[src/rtl/scl_gen_pkg.sv]
package scl_gen_pkg;
    typedef enum logic [1:0] {
        PH_OFF  = 2'd0,
        PH_LOW  = 2'd1,
        PH_HIGH = 2'd2
    } phase_e;
endpackage

[src/rtl/scl_div_stage.sv]
module scl_div_stage #(
    parameter int W = 2
) (
    input  logic         clk,
    input  logic         rst_n,
    input  logic         clear,
    input  logic         step,
    input  logic [W-1:0] limit,
    output logic         wrap
);
    logic [W-1:0] cnt_q;

    always_ff @(posedge clk or negedge rst_n) begin
        if (!rst_n)
            cnt_q <= '0;
        else if (clear)
            cnt_q <= '0;
        else if (step)
            cnt_q <= (cnt_q == limit) ? '0 : cnt_q + 1'b1;
    end

    assign wrap = step && (cnt_q == limit);

    // a stage count never passes its divisor
    a_r3_stage_in_range: assert property (@(posedge clk) disable iff (!rst_n)
        cnt_q <= limit);
endmodule

[src/rtl/scl_phase_fsm.sv]
module scl_phase_fsm
    import scl_gen_pkg::*;
#(
    parameter int HALF_TICKS = 11,
    parameter int EDGE_TICK  = 5,
    localparam int CNT_W     = $clog2(HALF_TICKS)
) (
    input  logic             clk,
    input  logic             rst_n,
    input  logic             enable,
    input  logic             tick,
    input  logic             scl_in,
    output phase_e           state,
    output logic [CNT_W-1:0] tick_cnt,
    output logic             advance,
    output logic             period_start
);
    localparam logic [CNT_W-1:0] LAST = CNT_W'(HALF_TICKS - 1);

    phase_e           state_d;
    logic [CNT_W-1:0] cnt_d;

    assign advance      = (state == PH_LOW) || ((state == PH_HIGH) && scl_in);
    assign period_start = enable &&
                          ((state == PH_OFF) ||
                           ((state == PH_HIGH) && tick && (tick_cnt == LAST)));

    always_comb begin
        state_d = state;
        cnt_d   = tick_cnt;
        if (!enable) begin
            state_d = PH_OFF;
            cnt_d   = '0;
        end else begin
            unique case (state)
                PH_OFF: begin
                    state_d = PH_LOW;
                    cnt_d   = '0;
                end
                PH_LOW: if (tick) begin
                    if (tick_cnt == LAST) begin
                        state_d = PH_HIGH;
                        cnt_d   = '0;
                    end else begin
                        cnt_d = tick_cnt + 1'b1;
                    end
                end
                PH_HIGH: if (tick) begin
                    if (tick_cnt == LAST) begin
                        state_d = PH_LOW;
                        cnt_d   = '0;
                    end else begin
                        cnt_d = tick_cnt + 1'b1;
                    end
                end
                default: begin
                    state_d = PH_OFF;
                    cnt_d   = '0;
                end
            endcase
        end
    end

    always_ff @(posedge clk or negedge rst_n) begin
        if (!rst_n) begin
            state    <= PH_OFF;
            tick_cnt <= '0;
        end else begin
            state    <= state_d;
            tick_cnt <= cnt_d;
        end
    end

    // a stretched high phase freezes the count
    a_r6_stretch_hold: assert property (@(posedge clk) disable iff (!rst_n)
        (enable && state == PH_HIGH && !scl_in) |=> ($stable(tick_cnt) && state == PH_HIGH));

    // disable forces the off state with a cleared count
    a_r8_off_clears: assert property (@(posedge clk) disable iff (!rst_n)
        !enable |=> (state == PH_OFF && tick_cnt == '0));
endmodule

[src/rtl/scl_timing_gen.sv]
module scl_timing_gen
    import scl_gen_pkg::*;
#(
    parameter int A_W        = 2,
    parameter int B_W        = 6,
    parameter int HALF_TICKS = 11,
    parameter int EDGE_TICK  = 5
) (
    input  logic           clk,
    input  logic           rst_n,
    input  logic           enable,
    input  logic [A_W-1:0] div_a,
    input  logic [B_W-1:0] div_b,
    input  logic           scl_in,
    output logic           scl_out,
    output logic           sda_change,
    output logic           sda_sample
);
    localparam int CNT_W = $clog2(HALF_TICKS);
    localparam int RUN_W = $clog2(HALF_TICKS + 1);

    phase_e           state;
    logic [CNT_W-1:0] tick_cnt;
    logic             advance, period_start;
    logic             wrap_a, tick;
    logic [A_W-1:0]   lat_a;
    logic [B_W-1:0]   lat_b;
    logic             stage_clear;

    // divisors are captured only when a period begins
    always_ff @(posedge clk or negedge rst_n) begin
        if (!rst_n) begin
            lat_a <= '0;
            lat_b <= '0;
        end else if (period_start) begin
            lat_a <= div_a;
            lat_b <= div_b;
        end
    end

    assign stage_clear = !enable || (state == PH_OFF);

    scl_div_stage #(.W(A_W)) i_stage_a (
        .clk(clk), .rst_n(rst_n), .clear(stage_clear),
        .step(advance), .limit(lat_a), .wrap(wrap_a)
    );

    scl_div_stage #(.W(B_W)) i_stage_b (
        .clk(clk), .rst_n(rst_n), .clear(stage_clear),
        .step(wrap_a), .limit(lat_b), .wrap(tick)
    );

    scl_phase_fsm #(.HALF_TICKS(HALF_TICKS), .EDGE_TICK(EDGE_TICK)) i_fsm (
        .clk(clk), .rst_n(rst_n), .enable(enable), .tick(tick),
        .scl_in(scl_in), .state(state), .tick_cnt(tick_cnt),
        .advance(advance), .period_start(period_start)
    );

    always_comb scl_out = (state != PH_LOW);

    always_ff @(posedge clk or negedge rst_n) begin
        if (!rst_n) begin
            sda_change <= 1'b0;
            sda_sample <= 1'b0;
        end else begin
            sda_change <= enable && (state == PH_LOW) && tick &&
                          (tick_cnt == CNT_W'(EDGE_TICK));
            sda_sample <= enable && (state == PH_HIGH) && tick &&
                          (tick_cnt == CNT_W'(EDGE_TICK));
        end
    end

    // checker state: length of the current low run, saturating
    logic [RUN_W-1:0] low_run;
    always_ff @(posedge clk or negedge rst_n) begin
        if (!rst_n)
            low_run <= '0;
        else if (scl_out)
            low_run <= '0;
        else if (low_run < RUN_W'(HALF_TICKS))
            low_run <= low_run + 1'b1;
    end

    // disabled means released line and no strobes
    a_r1_off_quiet: assert property (@(posedge clk) disable iff (!rst_n)
        !enable |=> (scl_out && !sda_change && !sda_sample));
    // change strobe sits in the low phase and lasts one clock
    a_r4_change_in_low: assert property (@(posedge clk) disable iff (!rst_n)
        sda_change |-> !scl_out);
    a_r4_change_single: assert property (@(posedge clk) disable iff (!rst_n)
        sda_change |=> !sda_change);
    // sample strobe sits in the high phase and lasts one clock
    a_r5_sample_in_high: assert property (@(posedge clk) disable iff (!rst_n)
        sda_sample |-> scl_out);
    a_r5_sample_single: assert property (@(posedge clk) disable iff (!rst_n)
        sda_sample |=> !sda_sample);
    // captured divisors hold for the whole period
    a_r7_divisor_hold: assert property (@(posedge clk) disable iff (!rst_n)
        !period_start |=> ($stable(lat_a) && $stable(lat_b)));
    // a low phase ending in a rise lasts at least HALF_TICKS clocks
    a_r9_min_low: assert property (@(posedge clk) disable iff (!rst_n)
        ($rose(scl_out) && state == PH_HIGH) |-> (low_run >= RUN_W'(HALF_TICKS)));
endmodule

[config.mk]
export PLATFORM = sky130hd
export DESIGN_NAME = scl_timing_gen
export DESIGN_NICKNAME = d
export VERILOG_FILES = /design/src/rtl/scl_gen_pkg.sv /design/src/rtl/scl_div_stage.sv /design/src/rtl/scl_phase_fsm.sv /design/src/rtl/scl_timing_gen.sv
export SDC_FILE = /design/constraint.sdc
export NUM_CORES = 1
export LEC_CHECK = 0
export ABC_AREA = 0
export BUFFER_PORTS_ARGS = -buffer_cell sky130_fd_sc_hd__buf_4
export CORE_MARGIN = 4
export CORE_UTILIZATION = 45
export DETAILED_ROUTE_END_ITERATION = 16
export GPL_TIMING_DRIVEN = 0
export PLACE_DENSITY_LB_ADDON = 0.15
export SYNTH_ARGS = -nofsm -noshare
export SYNTH_HDL_FRONTEND = slang
export SYNTH_HIERARCHICAL = 1
export SYNTH_SLANG_ARGS = --single-unit
[constraint.sdc]
create_clock -name clk -period 3.51 [get_ports clk]
set_input_delay 0.351 -clock clk [delete_from_list [all_inputs] [get_ports clk]]
set_output_delay 0.351 -clock clk [all_outputs]
set_load 0.01 [all_outputs]
; ---- Word-level counts from Yosys, hierarchy flattened
; Index checks and enable logic that the tools add are counted.
[totals]
input_bits = 12
regBits = 24
[op_classes]
eq_ne = 12
reduce_logical = 21
n_mux = 16
n_addsub = 3
[op_table]
columns = cell, n
row1 = two-way mux 6 bit, 3
row2 = two-way mux 2 bit, 8
row3 = two-way mux 4 bit, 4
row4 = "!= test 3 x 2 -> 1 bit, second input constant", 5
row5 = logical AND 1 bit, 12
row6 = "adder 6 x 1 -> 6 bit, second input constant", 1
row7 = equality test 6 bit, 1
row8 = case mux 2 bit (3 select lines), 1
row9 = "adder 4 x 1 -> 4 bit, second input constant", 1
row10 = "equality test 4 x 3 -> 1 bit, second input constant", 1
row11 = "equality test 4 bit, second input constant", 1
row12 = AND reduction 4 bit, 1
row13 = nonzero test 2 bit, 2
row14 = logical OR 1 bit, 3
row15 = "adder 2 x 1 -> 2 bit, second input constant", 1
row16 = "equality test 2 x 1 -> 1 bit, second input constant", 1
row17 = equality test 2 bit, 1
row18 = "equality test 2 bit, second input constant", 1
row19 = logical NOT 2 bit, 1
row20 = "!= test 2 x 1 -> 1 bit, second input constant", 1
row21 = OR reduction 2 bit, 1
row22 = logical NOT 1 bit, 1

; ---- Depth between registers and ports, before layout
; Gate-level depths: netlist of the first run.
[logic_depth]
ltp_word = 9
mapped_depth = 11
ltp_nobuf = 9

; ---- Modules after synthesis
; Netlist of the first run, hierarchy kept.
[modules_own_cells]
columns = mod, area_per_inst_um2, seq_area_each_um2, n_inst, cells_each
row1 = scl_phase_fsm, 424.2, 150.1, 1, 45
row2 = scl_div_stage (i_stage_b), 405.4, 150.1, 1, 38
row3 = scl_timing_gen, 397.9, 250.2, 1, 25
row4 = scl_div_stage (i_stage_a), 131.4, 50.0, 1, 14

; ---- Worst setup path after synthesis of the first run
; Ideal clock, no wire load.
[synth_timing]
path_kind = flip-flop to flip-flop
from = reg i_fsm.state[0]
to = reg lat_a[0]
slack_ns = 0.958
setup_ns = 0.125
t_arrival_ns = 2.427
t_required_ns = 3.385
stages_incl_launch_ff = 12
path_cell_list = dfrtp_1 -> inv_1 -> ha_1 -> a21o_1 -> and3_1 -> buf_2 -> and2_1 -> and4b_1 -> a21oi_1 -> nor2b_1 -> buf_6 -> mux2_2
[synth_via]
elab_chain_len = 9
word_cells_on_any_way = 11
classes_between = eq/ne: 2 / reduce/logical: 9
[synth_rtl]
columns = element, line_no
row1 = from (decl), scl_phase_fsm.sv:13  ; output phase_e state,
row2 = from (signal assigned), scl_phase_fsm.sv:69  ; state <= state_d;
row3 = equality test 2 bit, scl_phase_fsm.sv:23  ; assign advance = (state == PH_LOW) || ((state == PH_HIGH) && scl_in);
row4 = logical AND 1 bit, scl_phase_fsm.sv:23
row5 = logical OR 1 bit *, scl_phase_fsm.sv:23
row6 = net advance, scl_timing_gen.sv:24  ; logic advance, period_start;
row7 = logical AND 1 bit *, scl_div_stage.sv:22  ; assign wrap = step && (cnt_q == limit);
row8 = net wrap_a, scl_timing_gen.sv:25  ; logic wrap_a, tick;
row9 = logical AND 1 bit *, scl_div_stage.sv:22
row10 = net tick, scl_timing_gen.sv:25
row11 = logical AND 1 bit * (2 in series), scl_phase_fsm.sv:26  ; ((state == PH_HIGH) && tick && (tick_cnt == LAST)));
row12 = logical OR 1 bit *, scl_phase_fsm.sv:25  ; ((state == PH_OFF) ||
row13 = logical AND 1 bit *, scl_phase_fsm.sv:24  ; assign period_start = enable &&
row14 = net period_start, scl_timing_gen.sv:24
row15 = to (signal assigned), scl_timing_gen.sv:36  ; lat_a <= div_a;
row16 = to (decl), scl_timing_gen.sv:26  ; logic [A_W-1:0] lat_a;
; Mark *: on every way through the listed nets, which the timed path passes. The rest lies on a longest branch.
; A chain may end at the register's enable or synchronous reset.

; ---- Worst setup path in the final report of the first run
[layout_timing]
from = reg i_fsm.state[0]
to = reg lat_b[0]
[layout_via]
elab_chain_len = 9
word_cells_on_any_way = 11
classes_between = eq/ne: 2 / reduce/logical: 9
[layout_rtl]
columns = element, line_no
row1 = equality test 2 bit, scl_phase_fsm.sv:23
row2 = logical AND 1 bit, scl_phase_fsm.sv:23
row3 = logical OR 1 bit *, scl_phase_fsm.sv:23
row4 = net advance, scl_timing_gen.sv:24
row5 = logical AND 1 bit *, scl_div_stage.sv:22
row6 = net wrap_a, scl_timing_gen.sv:25
row7 = logical AND 1 bit *, scl_div_stage.sv:22
row8 = net tick, scl_timing_gen.sv:25
row9 = logical AND 1 bit * (2 in series), scl_phase_fsm.sv:26
row10 = logical OR 1 bit *, scl_phase_fsm.sv:25
row11 = logical AND 1 bit *, scl_phase_fsm.sv:24
row12 = net period_start, scl_timing_gen.sv:24
row13 = to (signal assigned), scl_timing_gen.sv:37  ; lat_b <= div_b;
row14 = to (decl), scl_timing_gen.sv:27  ; logic [B_W-1:0] lat_b;
; Marks and branches as above.

==> results of run 1 <==
## stage by stage
stage                     setup slack [ps]  hold WS [ps]  area [um2]  std cells
after floorplan                        958          55.4        1360        122
final                                  531           262        1550        172
after detailed placement               554           268        1500        167
after global placement                 628           266        1500        167
after global routing                   310           246        1550        172
after CTS                              525           258        1550        172
## per-layer routing
layer | vias up | global-route usage [%]
met1 | 479 | 18.5
met2 | 12 | 24.6
met4 | 0 | 5.79
met5 | - | 0
met3 | 2 | 1.80
li1 | 480 | -
## worst register-to-register path, cell delays in order, from the launching register on
cell and delay, ps:
dfrtp_1 480, inv_1 130, ha_1 250, a21o_1 230
and3_1 260, buf_2 240, and2_1 330, and4b_1 250
a21oi_1 80, nor2b_1 140, buf_6 150, mux2_2 340
## registers in the layout (all words and copies together), names as in the netlist
register and count:
i_fsm/state 2, i_fsm/tick_cnt 4, i_stage_a/cnt_q 2, i_stage_b/cnt_q 6, lat_a 2, lat_b 6
sda_change 1, sda_sample 1
## worst max-delay path by stage
stage                          startpoint  cells past startpoint              endpoint  slack [ps]
2_1_floorplan  i_fsm/state[0]$_DFFE_PN0P_                     11  lat_a[0]$_DFFE_PN0P_         960
3_3_place_gp   i_fsm/state[0]$_DFFE_PN0P_                     11  lat_b[5]$_DFFE_PN0P_         630
3_5_place_dp   i_fsm/state[0]$_DFFE_PN0P_                     11  lat_b[0]$_DFFE_PN0P_         550
4_1_cts        i_fsm/state[0]$_DFFE_PN0P_                     11  lat_b[0]$_DFFE_PN0P_         530
5_1_grt        i_fsm/state[0]$_DFFE_PN0P_                     11  lat_b[4]$_DFFE_PN0P_         310
6_report       i_fsm/state[0]$_DFFE_PN0P_                     11  lat_b[0]$_DFFE_PN0P_         530
## area by class of cell
type / count / area share [%]
Tap cell: 31 / 2.50
Clock buffer: 4 / 2.34
Sequential cell: 24 / 38.8
Inverter: 6 / 1.45
Timing Repair Buffer: 15 / 7.43
Multi-Input combinational cell: 89 / 46.0
Buffer: 3 / 1.53
## cells by family (layout without fill, tap and decap cells)
logic type                 after synthesis  in the layout  share of synthesized area [%]
AOI/OAI and AO/OA                       28             28                           14.9
xor gates and xnor gates                12             12                           7.73
adders and majority gates                7              7                           6.45
buffers and inverters                    9             28                           3.41
DFF                                     24             24                           44.2
muxes                                    9              9                           7.37
and+or+nand+nor                         33             33                           15.9
## cells in the mapped netlist (2+ instances only)
| master | instances |
|---|---|
| xnor2_1 | 7 |
| xor2_1 | 5 |
| inv_1 | 6 |
| and4b_1 | 2 |
| ha_1 | 7 |
| dfrtp_1 | 24 |
| mux2_2 | 8 |
| o21ai_0 | 4 |
| nand3b_1 | 3 |
| a211oi_1 | 3 |
| o211ai_1 | 2 |
| a21oi_1 | 5 |
| a21o_1 | 2 |
| nor2_1 | 3 |
| nand2_1 | 8 |
| nand2b_1 | 4 |
## where the power goes
group | switching (mW) | internal [mW] | leakage (nW)
sequential | 0.0234 | 0.301 | 0.315
clock | 0.0817 | 0.0633 | 0.0210
combinational | 0.0615 | 0.0655 | 0.320
total | 0.167 | 0.429 | 0.656
==> results.toml, run 1 <==
[setup_path]
cp_data_arrival_time_ps = 3180
rr_worst_depth = 11
worst_ep_required_time_ps = 3710
cp-end-kind = "flip-flop"
path_class = "reg -> reg"
cpPeakStageDelay_ps = 480
reg2reg_to = "lat_b[0]$_DFFE_PN0P_"
timing.rr.start = "i_fsm/state[0]$_DFFE_PN0P_"
slowest_stage = "dfrtp_1"
crit_family = "simple AND/OR/NAND/NOR gates"
cp-start-kind = "flip-flop"
crit_buf_inv = 3
path_cells = "inv_1 > ha_1 > a21o_1 > and3_1 > buf_2 > and2_1 > and4b_1 > a21oi_1 > nor2b_1 > buf_6 > mux2_2"
path_max_fanout = 10
reg2reg_slack_ps = 530

[global_route]
grt_pass1_vias = 1025
grt_max_degree = 25
gr-total-overflow = 0
grt_use_total_pct = 14.5
grt_pass1_wl_um = 4660
antenna_found_initial = 0

[cts]
clkSinkCount = 24
cts.clk_slew.worst_paths_ps = 140
post_cts_buffers = 0
clock_path_buffers = 2
clock_latency_ps = 310
ctsHoldBuffers = 1
cts_tree = "yes"
cts_buffers = 3
cts_resized = 0
h-tree-depth = 1
clockRootBuffer = "clkbuf_4"

[synthesis]
yosys-top-cells-area = "dfrtp_1 (44%), mux2_2 (6.6%), ha_1 (6.4%)"
synth_cells = 122
synth-seq-area-share_pct = 44.2
yosysTopAreaCellShare_pct = 44.2
ys_warn_count = 6
synth_nets = 141
synth.distinct_cells = 45
synth_top_cell_by_area = "dfrtp_1"
synth_area_per_cell_um2 = 11.1
ys_ff_latch = 24
synth_enable_flop_cells = 0
async_reset_ff_share_pct = 100
syn_area_mm2 = 0.00136
ys.flop_type = "dfrtp_1"

[routing]
wl_um = 2590
antenna_left = 0
routed_via_density = 5.66
met1_length_um = 1220
vias = 973
wl_met2_um = 1260
highest_layer = "met4"
drt_drc_violations_left = 0
wl_per_cell_um = 15.1
drtPass1Iterations = 4
drt_iter0_drc = 53
dr_wl_met3_um = 83

[power_and_ir_drop]
peakVddDrop_mv = 0.142
leakagePower_nw = 0.656
power_uw = 596
p_per_area_mw_per_mm2 = 385

[die]
rows = 19
initial_core_util_pct = 48.0
ios = 15
die-width_um = 63.0
die_y_um = 63.0
core-area_mm2 = 0.00283
die-area_mm2 = 0.00396

[worst_hold_path]
worstHoldEndpoint = "lat_b[2]$_DFFE_PN0P_"
min_path_type = "in -> reg"
min-delay-start = "div_b[2]"
min_delay_path_depth = 2

[layout]
multiInputGateArea_um2 = 712
nets = 161
area_growth_syn_to_layout_pct = 14.0
final_core_util_pct = 54.8
mostFrequentLayoutCell = "dfrtp_1"
drive_gt1_share_pct = 25.5
layout_common_cells = "dfrtp_1 (24), buf_4 (15), nand2_1 (8), mux2_2 (8)"
register_area_um2 = 601
fill_cells = 253
n_antenna_cell = 0

[placement]
port_buffers = 14
dp_hpwl_um = 1970
gp_congestion = 0.809

[timing]
worst_pin_slew_ps = 755
fin_tns_setup_ps = 0
relSlewSlack_pct = 49.1
setup_viol = 0
rsz0062_at_grt = "no"
hold_viol_final = 0
drv_slew = 0
fin_crit_sh_pct = 84.9
finalClockSkew_ps = 8.90
timing.fmax_mhz = 336
fin_crit_ps = 2980

[flow_run]
drv_cap = 0

[run_status]
outcome = "finished clean"
Note: power is estimated with default switching activity, not from simulation.
==> run 2: changes to the inputs <==
==> constraint.sdc (replaced) <==
create_clock -name clk -period 2.6 [get_ports clk]
set_input_delay 0.26 -clock clk [delete_from_list [all_inputs] [get_ports clk]]
set_output_delay 0.26 -clock clk [all_outputs]
set_load 0.01 [all_outputs]
==> results.toml, run 2 (synthesis results as in run 1) <==
[run_status]
outcome = "finished clean"

[power_and_ir_drop]
power_uw = 822
power_frac_comb_pct = 23.4
intPower_uw = 592
switching_power_uw = 230
peakVddDrop_mv = 0.197
p_clk_share_pct = 23.8
leakagePower_nw = 0.678
p_per_area_mw_per_mm2 = 508
power_switching_share_pct = 28.0
pwr-share-seq_pct = 52.9

[layout]
final_core_util_pct = 57.2
n_antenna_cell = 0
area_growth_syn_to_layout_pct = 19.1
fin_cells = 177
mostFrequentLayoutCell = "dfrtp_1"
fill_cells = 247
nets = 166
layout_common_cells = "dfrtp_1 (22), buf_4 (20), nand2_1 (8), mux2_2 (8), xnor2_1 (7)"
reg.largest.list = "i_stage_b/cnt_q x6, lat_b x6, i_fsm/tick_cnt x4"
drive_gt1_share_pct = 32.9
final_cell_area_mm2 = 0.00162

[routing]
vias = 1010
antenna_left = 0
drt_drc_violations_left = 0
wl_um = 2710
drtPass1Iterations = 4
wl_per_cell_um = 15.3
drt_iter0_drc = 27
routed_via_density = 5.71

[setup_path]
timing.rr.start = "i_fsm/state[1]$_DFFE_PN0P_"
path_class = "reg -> reg"
cp-end-kind = "flip-flop"
rr_worst_depth = 11
cp-start-kind = "flip-flop"
path_max_fanout = 10
reg2reg_slack_ps = 130
cp_data_arrival_time_ps = 2670
worst_ep_required_time_ps = 2800
reg2reg_to = "lat_b[0]$_DFFE_PN0P_"

[timing]
fin_crit_ps = 2470
timing.fmax_mhz = 405
drv_slew = 0
worst_pin_slew_ps = 781
setup_viol = 0
relSlewSlack_pct = 47.4
holdWs_ps = 171
hold_viol_final = 0
fin_crit_sh_pct = 94.9
finalClockSkew_ps = 12.5

[cts]
cts_tree = "yes"
h-tree-depth = 1
clkSinkCount = 24
cts_buffers = 3
clock_path_buffers = 2
cts.clk_slew.worst_paths_ps = 140
clockRootBuffer = "clkbuf_4"
clock_latency_ps = 310

[global_route]
gr-total-overflow = 0
grt_pass1_vias = 1046
grt_max_degree = 25
grt_use_total_pct = 14.7
antenna_found_initial = 0
grt_pass1_wl_um = 4710

[worst_hold_path]
min-delay-start = "div_b[2]"
min_path_type = "in -> reg"
min_delay_path_depth = 2
worstHoldEndpoint = "lat_b[2]$_DFFE_PN0P_"

[placement]
dp_hpwl_um = 1970
dp.cells = 167
gp_congestion = 0.809
placed_area_mm2 = 0.00150
port_buffers = 14

[die]
die_y_um = 63.0
rows = 19
die-width_um = 63.0
die-area_mm2 = 0.00396
ios = 15
initial_core_util_pct = 48.0
core-area_mm2 = 0.00283

[flow_run]
drv_cap = 0
-- run 2: cell count changes in the layout (fill, tap and decap cells not counted), sizes merged --
| cell | delta |
|---|---|
| buf | +5 |
-- run 2: timing repair --
item	CTS	global route
endpoints found under the setup margin	8	8
setup buffers	2	3
gates cloned	0	0
resized for setup	6	6
pin swaps	1	0
hold buffers	1	0
hold endpoints to repair	24	0
-- run 2: how the worst max path moves through the flow --
stage                                    start                   end  slack, ps
floorplan           i_fsm/state[0]$_DFFE_PN0P_  lat_a[0]$_DFFE_PN0P_         50
global placement    i_fsm/state[0]$_DFFE_PN0P_  lat_b[5]$_DFFE_PN0P_       -280
detailed placement  i_fsm/state[0]$_DFFE_PN0P_  lat_b[0]$_DFFE_PN0P_       -360
CTS                 i_fsm/state[0]$_DFFE_PN0P_  lat_b[0]$_DFFE_PN0P_         30
global route        i_fsm/state[1]$_DFFE_PN0P_  lat_b[4]$_DFFE_PN0P_        -10
finish              i_fsm/state[1]$_DFFE_PN0P_  lat_b[0]$_DFFE_PN0P_        130
-- run 2: critical path: stages, from the launching register on --
cell	delay (ps)
dfrtp_2	470
inv_1	90
ha_2	190
a21o_1	130
and3_4	220
buf_6	140
and2_4	190
and4b_1	220
a21oi_1	80
nor2b_1	140
buf_6	150
mux2_2	340
-- run 2: metal layers --
metal / share of wire (%) / up-vias / track usage (%) / wire, um
li1: - / 492 / - / -
met1: 46 / 502 / 18.3 / 1230
met2: 50 / 14 / 25.4 / 1350
met3: 3.5 / 2 / 1.80 / 94
met4: 1.0 / 0 / 5.79 / 28
met5: 0 / - / 0 / 0
-- run 2: power groups by stage --
stage | clock, mW | combinational [mW] | sequential (mW)
4_1_cts | 0.201 | 0.189 | 0.435
3_3_place_gp | 0 | 0.164 | 0.444
5_1_grt | 0.215 | 0.214 | 0.440
2_1_floorplan | 0 | 0.124 | 0.436
3_5_place_dp | 0 | 0.172 | 0.446
6_report | 0.196 | 0.192 | 0.435
-- run 2: final cells by class --
class | count | area (um2) | share of cell area, %
multi-input cells | 89 | 734 | 45.4
well taps | 31 | 38.8 | 2.40
plain buffers | 3 | 30.0 | 1.86
flip-flops and latches | 24 | 603 | 37.3
repair buffers | 20 | 153 | 9.44
clock buffers | 4 | 36.3 | 2.24
inverters | 6 | 22.5 | 1.39
-- run 2: stage by stage --
step / setup slack, ps / TNS (ps)
3_3_place_gp: -282 / -2230
6_report: 134 / 0
3_5_place_dp: -356 / -2800
5_1_grt: -12.8 / -16.0
4_1_cts: 33.9 / 0
2_1_floorplan: 47.9 / 0
==> run 3: changes to the inputs <==
--- a/config.mk
+++ b/config.mk
@@ -12,6 +12,7 @@
 export DETAILED_ROUTE_END_ITERATION = 16
 export GPL_TIMING_DRIVEN = 0
 export PLACE_DENSITY_LB_ADDON = 0.15
+export RECOVER_POWER = 50
 export SYNTH_ARGS = -nofsm -noshare
 export SYNTH_HDL_FRONTEND = slang
 export SYNTH_HIERARCHICAL = 1
==> results.toml, run 3 (synthesis results as in run 1) <==
[placement]
placed_area_mm2 = 0.00150
dp.cells = 167
dp_hpwl_um = 1970
port_buffers = 14
gp_congestion = 0.809

[setup_path]
path_cells = "inv_1 > ha_2 > a21o_1 > and3_4 > buf_6 > and2_4 > and4b_1 > a21oi_1 > nor2b_1 > buf_6 > mux2_2"
worst_path_most_repeated_cell = "buf_6"
cp_data_arrival_time_ps = 2670
cp-end-kind = "flip-flop"
path_class = "reg -> reg"
crit_buf_inv = 3
worst_ep_required_time_ps = 2800
path_max_fanout = 10
crit_family = "simple AND/OR/NAND/NOR gates"
cp-start-kind = "flip-flop"
slowest_stage = "dfrtp_2"
cpPeakStageDelay_ps = 470

[timing]
fin_crit_ps = 2470
fin_tns_setup_ps = 0
hold_viol_final = 0
fin_crit_sh_pct = 95.0
worst_pin_slew_ps = 1300
setup_viol = 0
drv_slew = 0
timing.fmax_mhz = 405
relSlewSlack_pct = 13.1
finalClockSkew_ps = 13.6

[layout]
final_core_util_pct = 56.9
drive_gt1_share_pct = 31.5
n_antenna_cell = 0
reg.largest.list = "i_stage_b/cnt_q x6, lat_b x6, i_fsm/tick_cnt x4"
fin_cells = 177
layout_common_cells = "dfrtp_1 (22), buf_4 (18), nand2_1 (8), mux2_2 (8), xnor2_1 (7)"
final_cell_area_mm2 = 0.00161
nets = 166
mostFrequentLayoutCell = "dfrtp_1"
area_growth_syn_to_layout_pct = 18.5

[die]
initial_core_util_pct = 48.0
die_y_um = 63.0
ios = 15
die-width_um = 63.0
rows = 19
core-area_mm2 = 0.00283
die-area_mm2 = 0.00396

[routing]
wl_per_cell_um = 15.3
drtPass1Iterations = 4
antenna_left = 0
drt_drc_violations_left = 0
routed_via_density = 5.73
vias = 1014
wl_um = 2700
drt_iter0_drc = 27

[cts]
clock_path_buffers = 2
clockRootBuffer = "clkbuf_4"
clock_latency_ps = 310
h-tree-depth = 1
cts_tree = "yes"
cts.clk_slew.worst_paths_ps = 140
clkSinkCount = 24
cts_buffers = 3

[power_and_ir_drop]
peakVddDrop_mv = 0.197
leakagePower_nw = 0.670
p_per_area_mw_per_mm2 = 511
power_uw = 823

[global_route]
grt_max_degree = 25
grt_use_total_pct = 14.7
grt_pass1_vias = 1046
antenna_found_initial = 0
gr-total-overflow = 0
grt_pass1_wl_um = 4710

[run_status]
outcome = "finished clean"

[flow_run]
drv_cap = 0

[worst_hold_path]
min_path_type = "in -> reg"
run 3: cell type report:
class                      instances  area, um2
fill                             250       1220
multi-input combinational         89        734
sequential                        24        603
timing repair buffer              20        145
tap                               31       38.8
clock buffer                       4       36.3
buffer                             3       30.0
inverter                           6       22.5
run 3: worst register-to-register path: cells and delay by family (launching register included):
| family | cells | cell delay (ps) |
|---|---|---|
| AOI/OAI and AO/OA | 2 | 210 |
| adders and majority gates | 1 | 190 |
| buffers and inverters | 3 | 380 |
| DFF | 1 | 470 |
| muxes | 1 | 340 |
| and+or+nand+nor | 4 | 770 |
run 3: through the flow:
stage / hold slack (ps) / worst slack [ps]
3_5_place_dp: 177 / -356
5_1_grt: 155 / -12.8
3_3_place_gp: 175 / -282
2_1_floorplan: -35.6 / 47.9
4_1_cts: 167 / 33.9
6_report: 170 / 131
run 3: final timing paths:
| check | slack [ps] | cells past startpoint | startpoint | end |
|---|---|---|---|---|
| max reg2reg | 130 | 11 | i_fsm/state[1]$_DFFE_PN0P_ | lat_b[0]$_DFFE_PN0P_ |
| max in group asynchronous | 1010 | 2 | rst_n | i_fsm/state[0]$_DFFE_PN0P_ |
| min in group asynchronous | 740 | 2 | rst_n | lat_a[1]$_DFFE_PN0P_ |
| min reg2reg | 550 | 1 | i_stage_a/cnt_q[1]$_DFFE_PN0P_ | i_stage_a/cnt_q[1]$_DFFE_PN0P_ |
| min | 170 | 2 | div_b[2] | lat_b[2]$_DFFE_PN0P_ |
| max | 130 | 11 | i_fsm/state[1]$_DFFE_PN0P_ | lat_b[0]$_DFFE_PN0P_ |
run 3: what timing repair did:
| item | CTS | global route |
|---|---|---|
| setup endpoints to repair | 8 | 8 |
| hold endpoints to repair | 24 | 0 |
| pin swaps | 1 | 0 |
| buffers inserted | 2 | 3 |
| gates resized for setup | 6 | 6 |
| hold buffers | 1 | 0 |
| gates cloned | 0 | 0 |
run 3: routing by layer:
layer	wire, um	share of wire (%)	track usage, %
met1	1220	45	18.3
met2	1350	50	25.4
met3	98	3.6	1.80
met4	28	1.0	5.79
met5	0	0	0
run 3: where the power goes:
part	switching (mW)	total [mW]	internal (mW)	leakage [nW]
Sequential	0.0284	0.435	0.406	0.312
Clock	0.111	0.196	0.0854	0.0210
Combinational	0.0920	0.192	0.0997	0.337
Total	0.231	0.823	0.591	0.670
